`src/rtl/hc_pkg.sv`:
```
package hc_pkg;

    typedef enum logic [1:0] {
        CH_IDLE  = 2'd0,
        CH_RUN   = 2'd1,
        CH_DRAIN = 2'd2
    } ch_state_e;

    localparam logic [1:0] TYPE_CTRL = 2'b00;
    localparam logic [1:0] TYPE_ISO  = 2'b01;
    localparam logic [1:0] TYPE_BULK = 2'b10;
    localparam logic [1:0] TYPE_INTR = 2'b11;

    localparam int Q_NONPER = 0;
    localparam int Q_PER    = 1;
    localparam int NUM_Q    = 2;

    function automatic logic type_is_periodic(input logic [1:0] t);
        return t[0];
    endfunction

endpackage

```
`src/rtl/hc_chan_fsm.sv`:
```
module hc_chan_fsm
    import hc_pkg::*;
(
    input  logic clk,
    input  logic rst_n,
    input  logic wr_hit,
    input  logic wr_en_bit,
    input  logic wr_dis_bit,
    input  logic q_full,
    input  logic xact_busy,
    input  logic int_clr,
    input  logic err_clr,
    output logic run,
    output logic busy,
    output logic halted_int,
    output logic halt_err,
    output logic flush_req
);

    typedef struct packed {
        ch_state_e st;
        logic      intr;
        logic      err;
    } fsm_s;

    fsm_s cur_q, cur_d;
    logic halt_wr, dis_only, en_only;

    always_comb begin
        cur_d     = cur_q;
        flush_req = 1'b0;
        halt_wr   = wr_hit & wr_en_bit & wr_dis_bit;
        dis_only  = wr_hit & wr_dis_bit & ~wr_en_bit;
        en_only   = wr_hit & wr_en_bit & ~wr_dis_bit;

        // clears first so that a same-cycle set takes precedence
        if (int_clr) cur_d.intr = 1'b0;
        if (err_clr) cur_d.err  = 1'b0;

        if (dis_only) flush_req = 1'b1;

        unique case (cur_q.st)
            CH_IDLE: begin
                if (en_only) cur_d.st = CH_RUN;
            end
            CH_RUN: begin
                if (halt_wr) begin
                    if (q_full) begin
                        cur_d.err = 1'b1;
                    end else begin
                        flush_req = 1'b1;
                        if (xact_busy) begin
                            cur_d.st = CH_DRAIN;
                        end else begin
                            cur_d.st   = CH_IDLE;
                            cur_d.intr = 1'b1;
                        end
                    end
                end
            end
            CH_DRAIN: begin
                if (!xact_busy) begin
                    cur_d.st   = CH_IDLE;
                    cur_d.intr = 1'b1;
                end
            end
            default: cur_d.st = CH_IDLE;
        endcase
    end

    always_ff @(posedge clk or negedge rst_n) begin
        if (!rst_n) begin
            cur_q <= '{st: CH_IDLE, intr: 1'b0, err: 1'b0};
        end else begin
            cur_q <= cur_d;
        end
    end

    assign run        = (cur_q.st == CH_RUN);
    assign busy       = (cur_q.st != CH_IDLE);
    assign halted_int = cur_q.intr;
    assign halt_err   = cur_q.err;

endmodule

```
`src/rtl/hc_post_arb.sv`:
```
module hc_post_arb #(
    parameter int NCH = 4,
    localparam int CHW = (NCH > 1) ? $clog2(NCH) : 1
) (
    input  logic [NCH-1:0] req,
    input  logic           allow,
    output logic [NCH-1:0] gnt,
    output logic           gnt_any,
    output logic [CHW-1:0] gnt_idx
);

    always_comb begin
        gnt     = '0;
        gnt_any = 1'b0;
        gnt_idx = '0;
        if (allow) begin
            for (int i = 0; i < NCH; i++) begin
                if (req[i] && !gnt_any) begin
                    gnt[i]  = 1'b1;
                    gnt_any = 1'b1;
                    gnt_idx = CHW'(i);
                end
            end
        end
    end

endmodule

```
`src/rtl/hc_req_queue.sv`:
```
module hc_req_queue #(
    parameter int DEPTH = 8,
    parameter int TAGW  = 2,
    localparam int CW = $clog2(DEPTH + 1),
    localparam int IW = (DEPTH > 1) ? $clog2(DEPTH) : 1
) (
    input  logic            clk,
    input  logic            rst_n,
    input  logic            push,
    input  logic [TAGW-1:0] push_tag,
    input  logic            pop,
    input  logic            flush,
    input  logic [TAGW-1:0] flush_tag,
    output logic [CW-1:0]   count,
    output logic [TAGW-1:0] head,
    output logic            full
);

    typedef struct packed {
        logic [DEPTH-1:0][TAGW-1:0] slot;
        logic [CW-1:0]              cnt;
    } q_s;

    q_s cur_q, cur_d;
    logic [CW-1:0] wr_idx;

    always_comb begin
        cur_d      = cur_q;
        cur_d.slot = '0;
        wr_idx     = '0;
        // keep every live entry that is neither popped nor flushed, in order
        for (int i = 0; i < DEPTH; i++) begin
            if (CW'(i) < cur_q.cnt) begin
                if (!(i == 0 && pop) && !(flush && cur_q.slot[i] == flush_tag)) begin
                    cur_d.slot[wr_idx[IW-1:0]] = cur_q.slot[i];
                    wr_idx = wr_idx + 1'b1;
                end
            end
        end
        if (push && (cur_q.cnt < CW'(DEPTH)) && (wr_idx < CW'(DEPTH))) begin
            cur_d.slot[wr_idx[IW-1:0]] = push_tag;
            wr_idx = wr_idx + 1'b1;
        end
        cur_d.cnt = wr_idx;
    end

    always_ff @(posedge clk or negedge rst_n) begin
        if (!rst_n) begin
            cur_q <= '0;
        end else begin
            cur_q <= cur_d;
        end
    end

    assign count = cur_q.cnt;
    assign head  = cur_q.slot[0];
    assign full  = (cur_q.cnt == CW'(DEPTH));

endmodule

```
`src/rtl/usb_hchan_halt.sv`:
```
module usb_hchan_halt
    import hc_pkg::*;
#(
    parameter int NCH    = 4,
    parameter int QDEPTH = 8,
    localparam int CHW = (NCH > 1) ? $clog2(NCH) : 1,
    localparam int CW  = $clog2(QDEPTH + 1)
) (
    input  logic             clk,
    input  logic             rst_n,
    input  logic             wr_valid,
    input  logic [CHW-1:0]   wr_chan,
    input  logic             wr_enable,
    input  logic             wr_disable,
    input  logic [2*NCH-1:0] chan_type,
    input  logic [NCH-1:0]   xact_active,
    input  logic [NCH-1:0]   post_req,
    output logic [NCH-1:0]   post_ack,
    input  logic [NCH-1:0]   int_clr,
    input  logic [NCH-1:0]   err_clr,
    input  logic             np_pop,
    input  logic             p_pop,
    output logic [CW-1:0]    np_count,
    output logic [CW-1:0]    p_count,
    output logic [CHW-1:0]   np_head,
    output logic [CHW-1:0]   p_head,
    output logic [NCH-1:0]   chan_en,
    output logic [NCH-1:0]   chan_busy,
    output logic [NCH-1:0]   halt_int,
    output logic [NCH-1:0]   halt_err
);

    logic [NCH-1:0] wr_hit;
    logic [NCH-1:0] is_per;
    logic [NCH-1:0] flush_req;
    logic [NCH-1:0] ch_qfull;
    logic [NCH-1:0] eligible;

    logic [NUM_Q-1:0]           q_full;
    logic [NUM_Q-1:0]           q_pop;
    logic [NUM_Q-1:0]           q_flush;
    logic [NUM_Q-1:0][CW-1:0]   q_count;
    logic [NUM_Q-1:0][CHW-1:0]  q_head;
    logic [NUM_Q-1:0][NCH-1:0]  q_gnt;

    assign q_pop[Q_NONPER] = np_pop;
    assign q_pop[Q_PER]    = p_pop;

    genvar gc, gq;
    generate
        for (gc = 0; gc < NCH; gc++) begin : g_chan
            assign wr_hit[gc]   = wr_valid && (wr_chan == CHW'(gc));
            assign is_per[gc]   = type_is_periodic(chan_type[2*gc +: 2]);
            assign ch_qfull[gc] = is_per[gc] ? q_full[Q_PER] : q_full[Q_NONPER];
            // a channel receiving any disable write posts nothing that cycle
            assign eligible[gc] = post_req[gc] & chan_en[gc] & ~(wr_hit[gc] & wr_disable);

            hc_chan_fsm u_fsm (
                .clk        (clk),
                .rst_n      (rst_n),
                .wr_hit     (wr_hit[gc]),
                .wr_en_bit  (wr_enable),
                .wr_dis_bit (wr_disable),
                .q_full     (ch_qfull[gc]),
                .xact_busy  (xact_active[gc]),
                .int_clr    (int_clr[gc]),
                .err_clr    (err_clr[gc]),
                .run        (chan_en[gc]),
                .busy       (chan_busy[gc]),
                .halted_int (halt_int[gc]),
                .halt_err   (halt_err[gc]),
                .flush_req  (flush_req[gc])
            );
        end

        for (gq = 0; gq < NUM_Q; gq++) begin : g_queue
            logic [NCH-1:0] sel_mask;
            logic           push_any;
            logic [CHW-1:0] push_tag;

            assign sel_mask     = (gq == Q_PER) ? is_per : ~is_per;
            assign q_flush[gq]  = |(flush_req & sel_mask);

            hc_post_arb #(.NCH(NCH)) u_arb (
                .req     (eligible & sel_mask),
                .allow   (~q_full[gq]),
                .gnt     (q_gnt[gq]),
                .gnt_any (push_any),
                .gnt_idx (push_tag)
            );

            hc_req_queue #(.DEPTH(QDEPTH), .TAGW(CHW)) u_q (
                .clk       (clk),
                .rst_n     (rst_n),
                .push      (push_any),
                .push_tag  (push_tag),
                .pop       (q_pop[gq] && (q_count[gq] != '0)),
                .flush     (q_flush[gq]),
                .flush_tag (wr_chan),
                .count     (q_count[gq]),
                .head      (q_head[gq]),
                .full      (q_full[gq])
            );
        end
    endgenerate

    assign post_ack = q_gnt[Q_NONPER] | q_gnt[Q_PER];
    assign np_count = q_count[Q_NONPER];
    assign p_count  = q_count[Q_PER];
    assign np_head  = q_head[Q_NONPER];
    assign p_head   = q_head[Q_PER];

endmodule

```
`config.mk`:
```
export PLATFORM = sky130hd
export DESIGN_NAME = usb_hchan_halt
export DESIGN_NICKNAME = d
export VERILOG_FILES = /design/src/rtl/hc_pkg.sv /design/src/rtl/hc_chan_fsm.sv /design/src/rtl/hc_post_arb.sv /design/src/rtl/hc_req_queue.sv /design/src/rtl/usb_hchan_halt.sv
export SDC_FILE = /design/constraint.sdc
export NUM_CORES = 1
export LEC_CHECK = 0
export ABC_CLOCK_PERIOD_IN_PS = 9700
export CAP_MARGIN = 20
export CORE_UTILIZATION = 61
export CTS_BUF_LIST = sky130_fd_sc_hd__clkbuf_16
export DETAILED_ROUTE_END_ITERATION = 10
export PLACE_DENSITY_LB_ADDON = 0.08
export SYNTH_ARGS = -nofsm -noshare
export SYNTH_HDL_FRONTEND = slang
export SYNTH_SLANG_ARGS = --single-unit
```
`constraint.sdc`:
```
create_clock -name clk -period 9.7 [get_ports clk]
set_clock_uncertainty 0.2 [all_clocks]
set_input_delay 0.97 -clock clk [delete_from_list [all_inputs] [get_ports clk]]
set_output_delay 0.97 -clock clk [all_outputs]
set_load 0.03 [all_outputs]
```
==> report_table.html <==
<table>
<tr><th>Metric</th><th>Value</th></tr>
<tr><th colspan="2">Critical path</th></tr>
<tr><td>Standard cell with the maximum stage delay on the critical path</td><td>sky130_fd_sc_hd__clkdlybuf4s50_1</td></tr>
<tr><td>Required time reported for the critical path endpoint</td><td>9.66 ns</td></tr>
<tr><td>Most common cell on crit path</td><td>sky130_fd_sc_hd__ha_1</td></tr>
<tr><td>Critical path arrival</td><td>9.04 ns</td></tr>
<tr><td>Startpoint type of the worst setup path</td><td>input pin</td></tr>
<tr><td>CP max FO</td><td>14</td></tr>
<tr><td>Launching element of the worst setup path</td><td>wr_chan[0]</td></tr>
<tr><td>Endpoint kind of the worst setup timing path</td><td>flop</td></tr>
<tr><td>Endpoint of the worst setup timing path</td><td>g_queue[0].u_q.cur_q[6]</td></tr>
<tr><td>Count of cells along the worst register-to-register path</td><td>30</td></tr>
<tr><td>Worst Setup Path Type</td><td>in -&gt; reg</td></tr>
<tr><td>Beginning of the worst register-to-register path</td><td>g_chan[3].u_fsm.cur_q[2]</td></tr>
<tr><td>Setup slack, reg-to-reg</td><td>1.38 ns</td></tr>
<tr><td>Capturing point of the worst reg2reg path</td><td>g_queue[1].u_q.head[0]</td></tr>
<tr><td>Largest stage delay on the critical path</td><td>0.82 ns</td></tr>
<tr><th colspan="2">CTS</th></tr>
<tr><td>Clock insertion delay at the later pin of the skew report</td><td>0.31 ns</td></tr>
<tr><td>Sink Count</td><td>56</td></tr>
<tr><td>Root buf cell</td><td>sky130_fd_sc_hd__clkbuf_16</td></tr>
<tr><td>Clock-pin slew reported for the worst setup and hold paths after clock tree synthesis</td><td>0.08 ns</td></tr>
<tr><td>Clock buffer count from CTS</td><td>5</td></tr>
<tr><td>Level count of the clock H-tree</td><td>2</td></tr>
<tr><td>CTS tree</td><td>yes</td></tr>
<tr><td>Maximum clock insertion buffer count</td><td>2</td></tr>
<tr><td>Number of gates given a new drive strength after cts</td><td>0</td></tr>
<tr><td>Quantity of hold-fixing buffers added after cts</td><td>0</td></tr>
<tr><td>Setup fix buffers added after clock tree synthesis</td><td>0</td></tr>
<tr><th colspan="2">Timing</th></tr>
<tr><td>Total negative setup slack</td><td>0 ns</td></tr>
<tr><td>Transition at the pin with the smallest max-transition slack</td><td>1.01 ns</td></tr>
<tr><td>Final Max Slew Viols</td><td>0</td></tr>
<tr><td>Setup repair after global routing missed its margin</td><td>false</td></tr>
<tr><td>Final worst-path cycle share</td><td>0.936</td></tr>
<tr><td>Achievable clock frequency</td><td>110 MHz</td></tr>
<tr><td>Min Clock Period, post-route</td><td>9.08 ns</td></tr>
<tr><td>Final hold violations</td><td>0</td></tr>
<tr><td>Relative slew slack</td><td>0.318</td></tr>
<tr><td>Number of setup violations in the final report</td><td>0</td></tr>
<tr><th colspan="2">Route</th></tr>
<tr><td>Vias per cell</td><td>6.54</td></tr>
<tr><td>Routed vias</td><td>8,074</td></tr>
<tr><td>Residual antenna-violating net count after detailed routing</td><td>0</td></tr>
<tr><td>Drt total wl</td><td>23,100 µm</td></tr>
<tr><td>Number of violations reported at the end of detailed-routing iteration 0</td><td>705</td></tr>
<tr><td>DR pass1 iterations</td><td>6</td></tr>
<tr><td>DRC violations left</td><td>0</td></tr>
<tr><td>Post-detailed-route wirelength per cell</td><td>18.7 µm</td></tr>
<tr><th colspan="2">GRT</th></tr>
<tr><td>Wire length of the first global-routing pass</td><td>36,800 µm</td></tr>
<tr><td>Total routing usage reported by global routing</td><td>0.326</td></tr>
<tr><td>Total congestion overflow after global routing</td><td>0</td></tr>
<tr><td>Largest net degree at the start of global routing</td><td>57</td></tr>
<tr><td>Vias in the first global route</td><td>7,329</td></tr>
<tr><td>Antenna violations before repair</td><td>0</td></tr>
<tr><th colspan="2">Pwr</th></tr>
<tr><td>Largest voltage drop on the vdd net</td><td>0.142 mV</td></tr>
<tr><td>Seq pwr share</td><td>0.197</td></tr>
<tr><td>Clock share of power</td><td>0.131</td></tr>
<tr><td>Share of power burned in combinational logic</td><td>0.672</td></tr>
<tr><td>Internal power consumption</td><td>0.714 mW</td></tr>
<tr><td>Areal power density over the cells</td><td>169 mW/mm²</td></tr>
<tr><td>Static Leakage</td><td>3.81 nW</td></tr>
<tr><td>Switching share of power</td><td>0.524</td></tr>
<tr><td>Net switching power</td><td>0.786 mW</td></tr>
<tr><th colspan="2">Yosys</th></tr>
<tr><td>Top cells by area in the synthesized netlist</td><td>sky130_fd_sc_hd__dfrtp_1, sky130_fd_sc_hd__mux2i_1, sky130_fd_sc_hd__nand2_1, sky130_fd_sc_hd__ha_1, sky130_fd_sc_hd__nor2_1</td></tr>
<tr><td>Synth Warn #</td><td>0</td></tr>
<tr><td>Summed instance area of the synthesized netlist</td><td>0.00826 mm²</td></tr>
<tr><td>Synth Register Bits</td><td>56</td></tr>
<tr><td>Number of instances in the synthesized netlist</td><td>1,058</td></tr>
<tr><td>Number of synthesized flops with an enable pin</td><td>0</td></tr>
<tr><td>Number of distinct library cell variants in the gate-level netlist after synthesis</td><td>89</td></tr>
<tr><td>Synthesized Nets</td><td>1,124</td></tr>
<tr><td>Cell type with the largest total area after synthesis</td><td>sky130_fd_sc_hd__dfrtp_1</td></tr>
<tr><td>Synth Area per Inst</td><td>7.80 µm²</td></tr>
<tr><td>Sequential fraction of the synthesis area</td><td>0.170</td></tr>
<tr><td>Fraction of registers with async set/reset</td><td>1.00</td></tr>
<tr><td>Fraction of post-synthesis cell area in the top cell type by area</td><td>0.170</td></tr>
<tr><td>Main synth FF type</td><td>sky130_fd_sc_hd__dfrtp_1</td></tr>
<tr><th colspan="2">Die</th></tr>
<tr><td>Die width</td><td>118 µm</td></tr>
<tr><td>Ports</td><td>65</td></tr>
<tr><td>Core Box Area</td><td>0.0132 mm²</td></tr>
<tr><td>Die area</td><td>0.0140 mm²</td></tr>
<tr><td>Starting density of the core</td><td>0.623</td></tr>
<tr><td>Vertical extent of the die</td><td>118 µm</td></tr>
<tr><td>Standard-cell row count</td><td>42</td></tr>
<tr><th colspan="2">Cells and area</th></tr>
<tr><td>Final Net Count</td><td>1,123</td></tr>
<tr><td>Share of post-route cells with drive strength above 1</td><td>0.0926</td></tr>
<tr><td>Final instance area</td><td>0.00885 mm²</td></tr>
<tr><td>Antenna cell count</td><td>0</td></tr>
<tr><td>Area growth from synthesis to layout</td><td>7.21%</td></tr>
<tr><th colspan="2">Job</th></tr>
<tr><td>Count of maximum capacitance violations</td><td>0</td></tr>
<tr><th colspan="2">Placed design</th></tr>
<tr><td>Number of buffer cells added on primary ports</td><td>60</td></tr>
<tr><td>Final RePlAce weighted congestion</td><td>0.932</td></tr>
<tr><td>Post-detailed-placement cell area</td><td>0.00870 mm²</td></tr>
<tr><td>Detailed Place HPWL</td><td>17,800 µm</td></tr>
<tr><th colspan="2">Hold path</th></tr>
<tr><td>Type of the worst min-delay path</td><td>reg -&gt; reg</td></tr>
<tr><th colspan="2">Outcome</th></tr>
<tr><td>Status</td><td>complete, no violations</td></tr>
</table>
[power by group through the flow]
stage          sequential [mW]  clock, mW  combinational, mW
6_report                 0.295      0.196               1.01
5_1_grt                  0.297      0.209               1.10
4_1_cts                  0.294      0.199              0.991
3_5_place_dp             0.298          0              0.983
3_3_place_gp             0.298          0              0.978
2_1_floorplan            0.280          0              0.792
[worst min-delay path by stage]
| stage | from | to | slack [ns] | cells after the start |
|---|---|---|---|---|
| after global placement | g_chan[3].u_fsm.halt_err | g_chan[3].u_fsm.halt_err | 0.31 | 2 |
| after detailed placement | g_chan[3].u_fsm.halt_err | g_chan[3].u_fsm.halt_err | 0.31 | 2 |
| after floorplan | g_chan[1].u_fsm.halt_err | g_chan[1].u_fsm.halt_err | 0.29 | 2 |
| after CTS | g_chan[3].u_fsm.halt_err | g_chan[3].u_fsm.halt_err | 0.33 | 2 |
| final | g_chan[1].u_fsm.halt_err | g_chan[1].u_fsm.halt_err | 0.33 | 2 |
| after global routing | g_chan[3].u_fsm.halted_int | g_chan[3].u_fsm.halted_int | 0.35 | 2 |
[critical path, delay by kind of cell]
kind	cells	cell delay (ns)
fa+ha+maj	5	1.63
buf+inv	4	1.16
simple gates	12	2.74
compound gates	7	1.61
mux	3	0.91
[cell type report]
type | instances | area (µm²)
inverter | 56 | 214
multi-input combinational | 870 | 6210
sequential | 56 | 1400
timing repair buffer | 68 | 656
tap | 176 | 220
fill | 1170 | 4390
clock inverter | 3 | 22.5
clock buffer | 5 | 125
[cells by family after synthesis]
kind of cell             synth area share
AO/OA/AOI/OAI                       0.214
XOR/XNOR                           0.0955
adder cells (fa/ha/maj)            0.0500
buffers and inverters              0.0790
flip-flops                          0.170
multiplexers                        0.151
AND/OR/NAND/NOR                     0.241
[cells in the final DEF, fill, tap and decap left out, types with 8 or more instances in the layout]
cell / count
sky130_fd_sc_hd__a21o_1: 8
sky130_fd_sc_hd__a21oi_1: 40
sky130_fd_sc_hd__a22o_1: 8
sky130_fd_sc_hd__a22oi_1: 10
sky130_fd_sc_hd__a31oi_1: 14
sky130_fd_sc_hd__and2_1: 11
sky130_fd_sc_hd__and3_1: 17
sky130_fd_sc_hd__buf_4: 8
sky130_fd_sc_hd__clkdlybuf4s50_1: 59
sky130_fd_sc_hd__dfrtp_1: 56
sky130_fd_sc_hd__ha_1: 33
sky130_fd_sc_hd__inv_1: 49
sky130_fd_sc_hd__mux2_2: 25
sky130_fd_sc_hd__mux2i_1: 94
sky130_fd_sc_hd__nand2_1: 112
sky130_fd_sc_hd__nand2b_1: 9
sky130_fd_sc_hd__nand3_1: 60
sky130_fd_sc_hd__nand4_1: 18
sky130_fd_sc_hd__nor2_1: 82
sky130_fd_sc_hd__nor3_1: 32
sky130_fd_sc_hd__nor4_1: 8
sky130_fd_sc_hd__o211ai_1: 15
sky130_fd_sc_hd__o21a_1: 8
sky130_fd_sc_hd__o21ai_0: 35
sky130_fd_sc_hd__o31ai_1: 8
sky130_fd_sc_hd__or3_1: 17
sky130_fd_sc_hd__xnor2_1: 35
sky130_fd_sc_hd__xnor2_2: 10
sky130_fd_sc_hd__xor2_1: 22
[synth_stat cells (all sizes together) (24+ instances only)]
library cell / count
nand2: 112
a21oi: 44
inv: 55
nand3: 65
dfrtp: 56
nor3: 34
clkbuf: 26
nor2: 83
buf: 50
mux2: 25
mux2i: 94
xnor2: 48
o21ai: 42
xor2: 24
ha: 33
[through the flow]
| step | cells | util | setup slack, ns | total power [mW] | hold WS, ns |
|---|---|---|---|---|---|
| floorplan | 1058 | - | 1.68 | 1.07 | 0.286 |
| global placement | 1226 | 0.657 | 0.411 | 1.28 | 0.305 |
| detailed placement | 1226 | 0.657 | 0.313 | 1.28 | 0.315 |
| CTS | 1234 | 0.668 | 0.607 | 1.48 | 0.332 |
| global route | 1234 | 0.668 | 0.0349 | 1.60 | 0.350 |
| finish | 1234 | 0.668 | 0.622 | 1.50 | 0.326 |
[state kept, by name, indices dropped and copies added, names as in the netlist]
name and count:
g_chan.u_fsm.cur_q 8, g_chan.u_fsm.halt_err 4, g_chan.u_fsm.halted_int 4, g_queue.u_q.count 8, g_queue.u_q.cur_q 28, g_queue.u_q.head 4
[metal layers]
layer | global-route usage | vias up | wire length [µm]
met5 | 0 | - | 0
met4 | 0.0793 | 0 | 410
met3 | 0.0492 | 44 | 1990
met2 | 0.497 | 377 | 9950
met1 | 0.480 | 3798 | 10800
li1 | - | 3855 | -
Note: power is estimated with default switching activity, not from simulation.
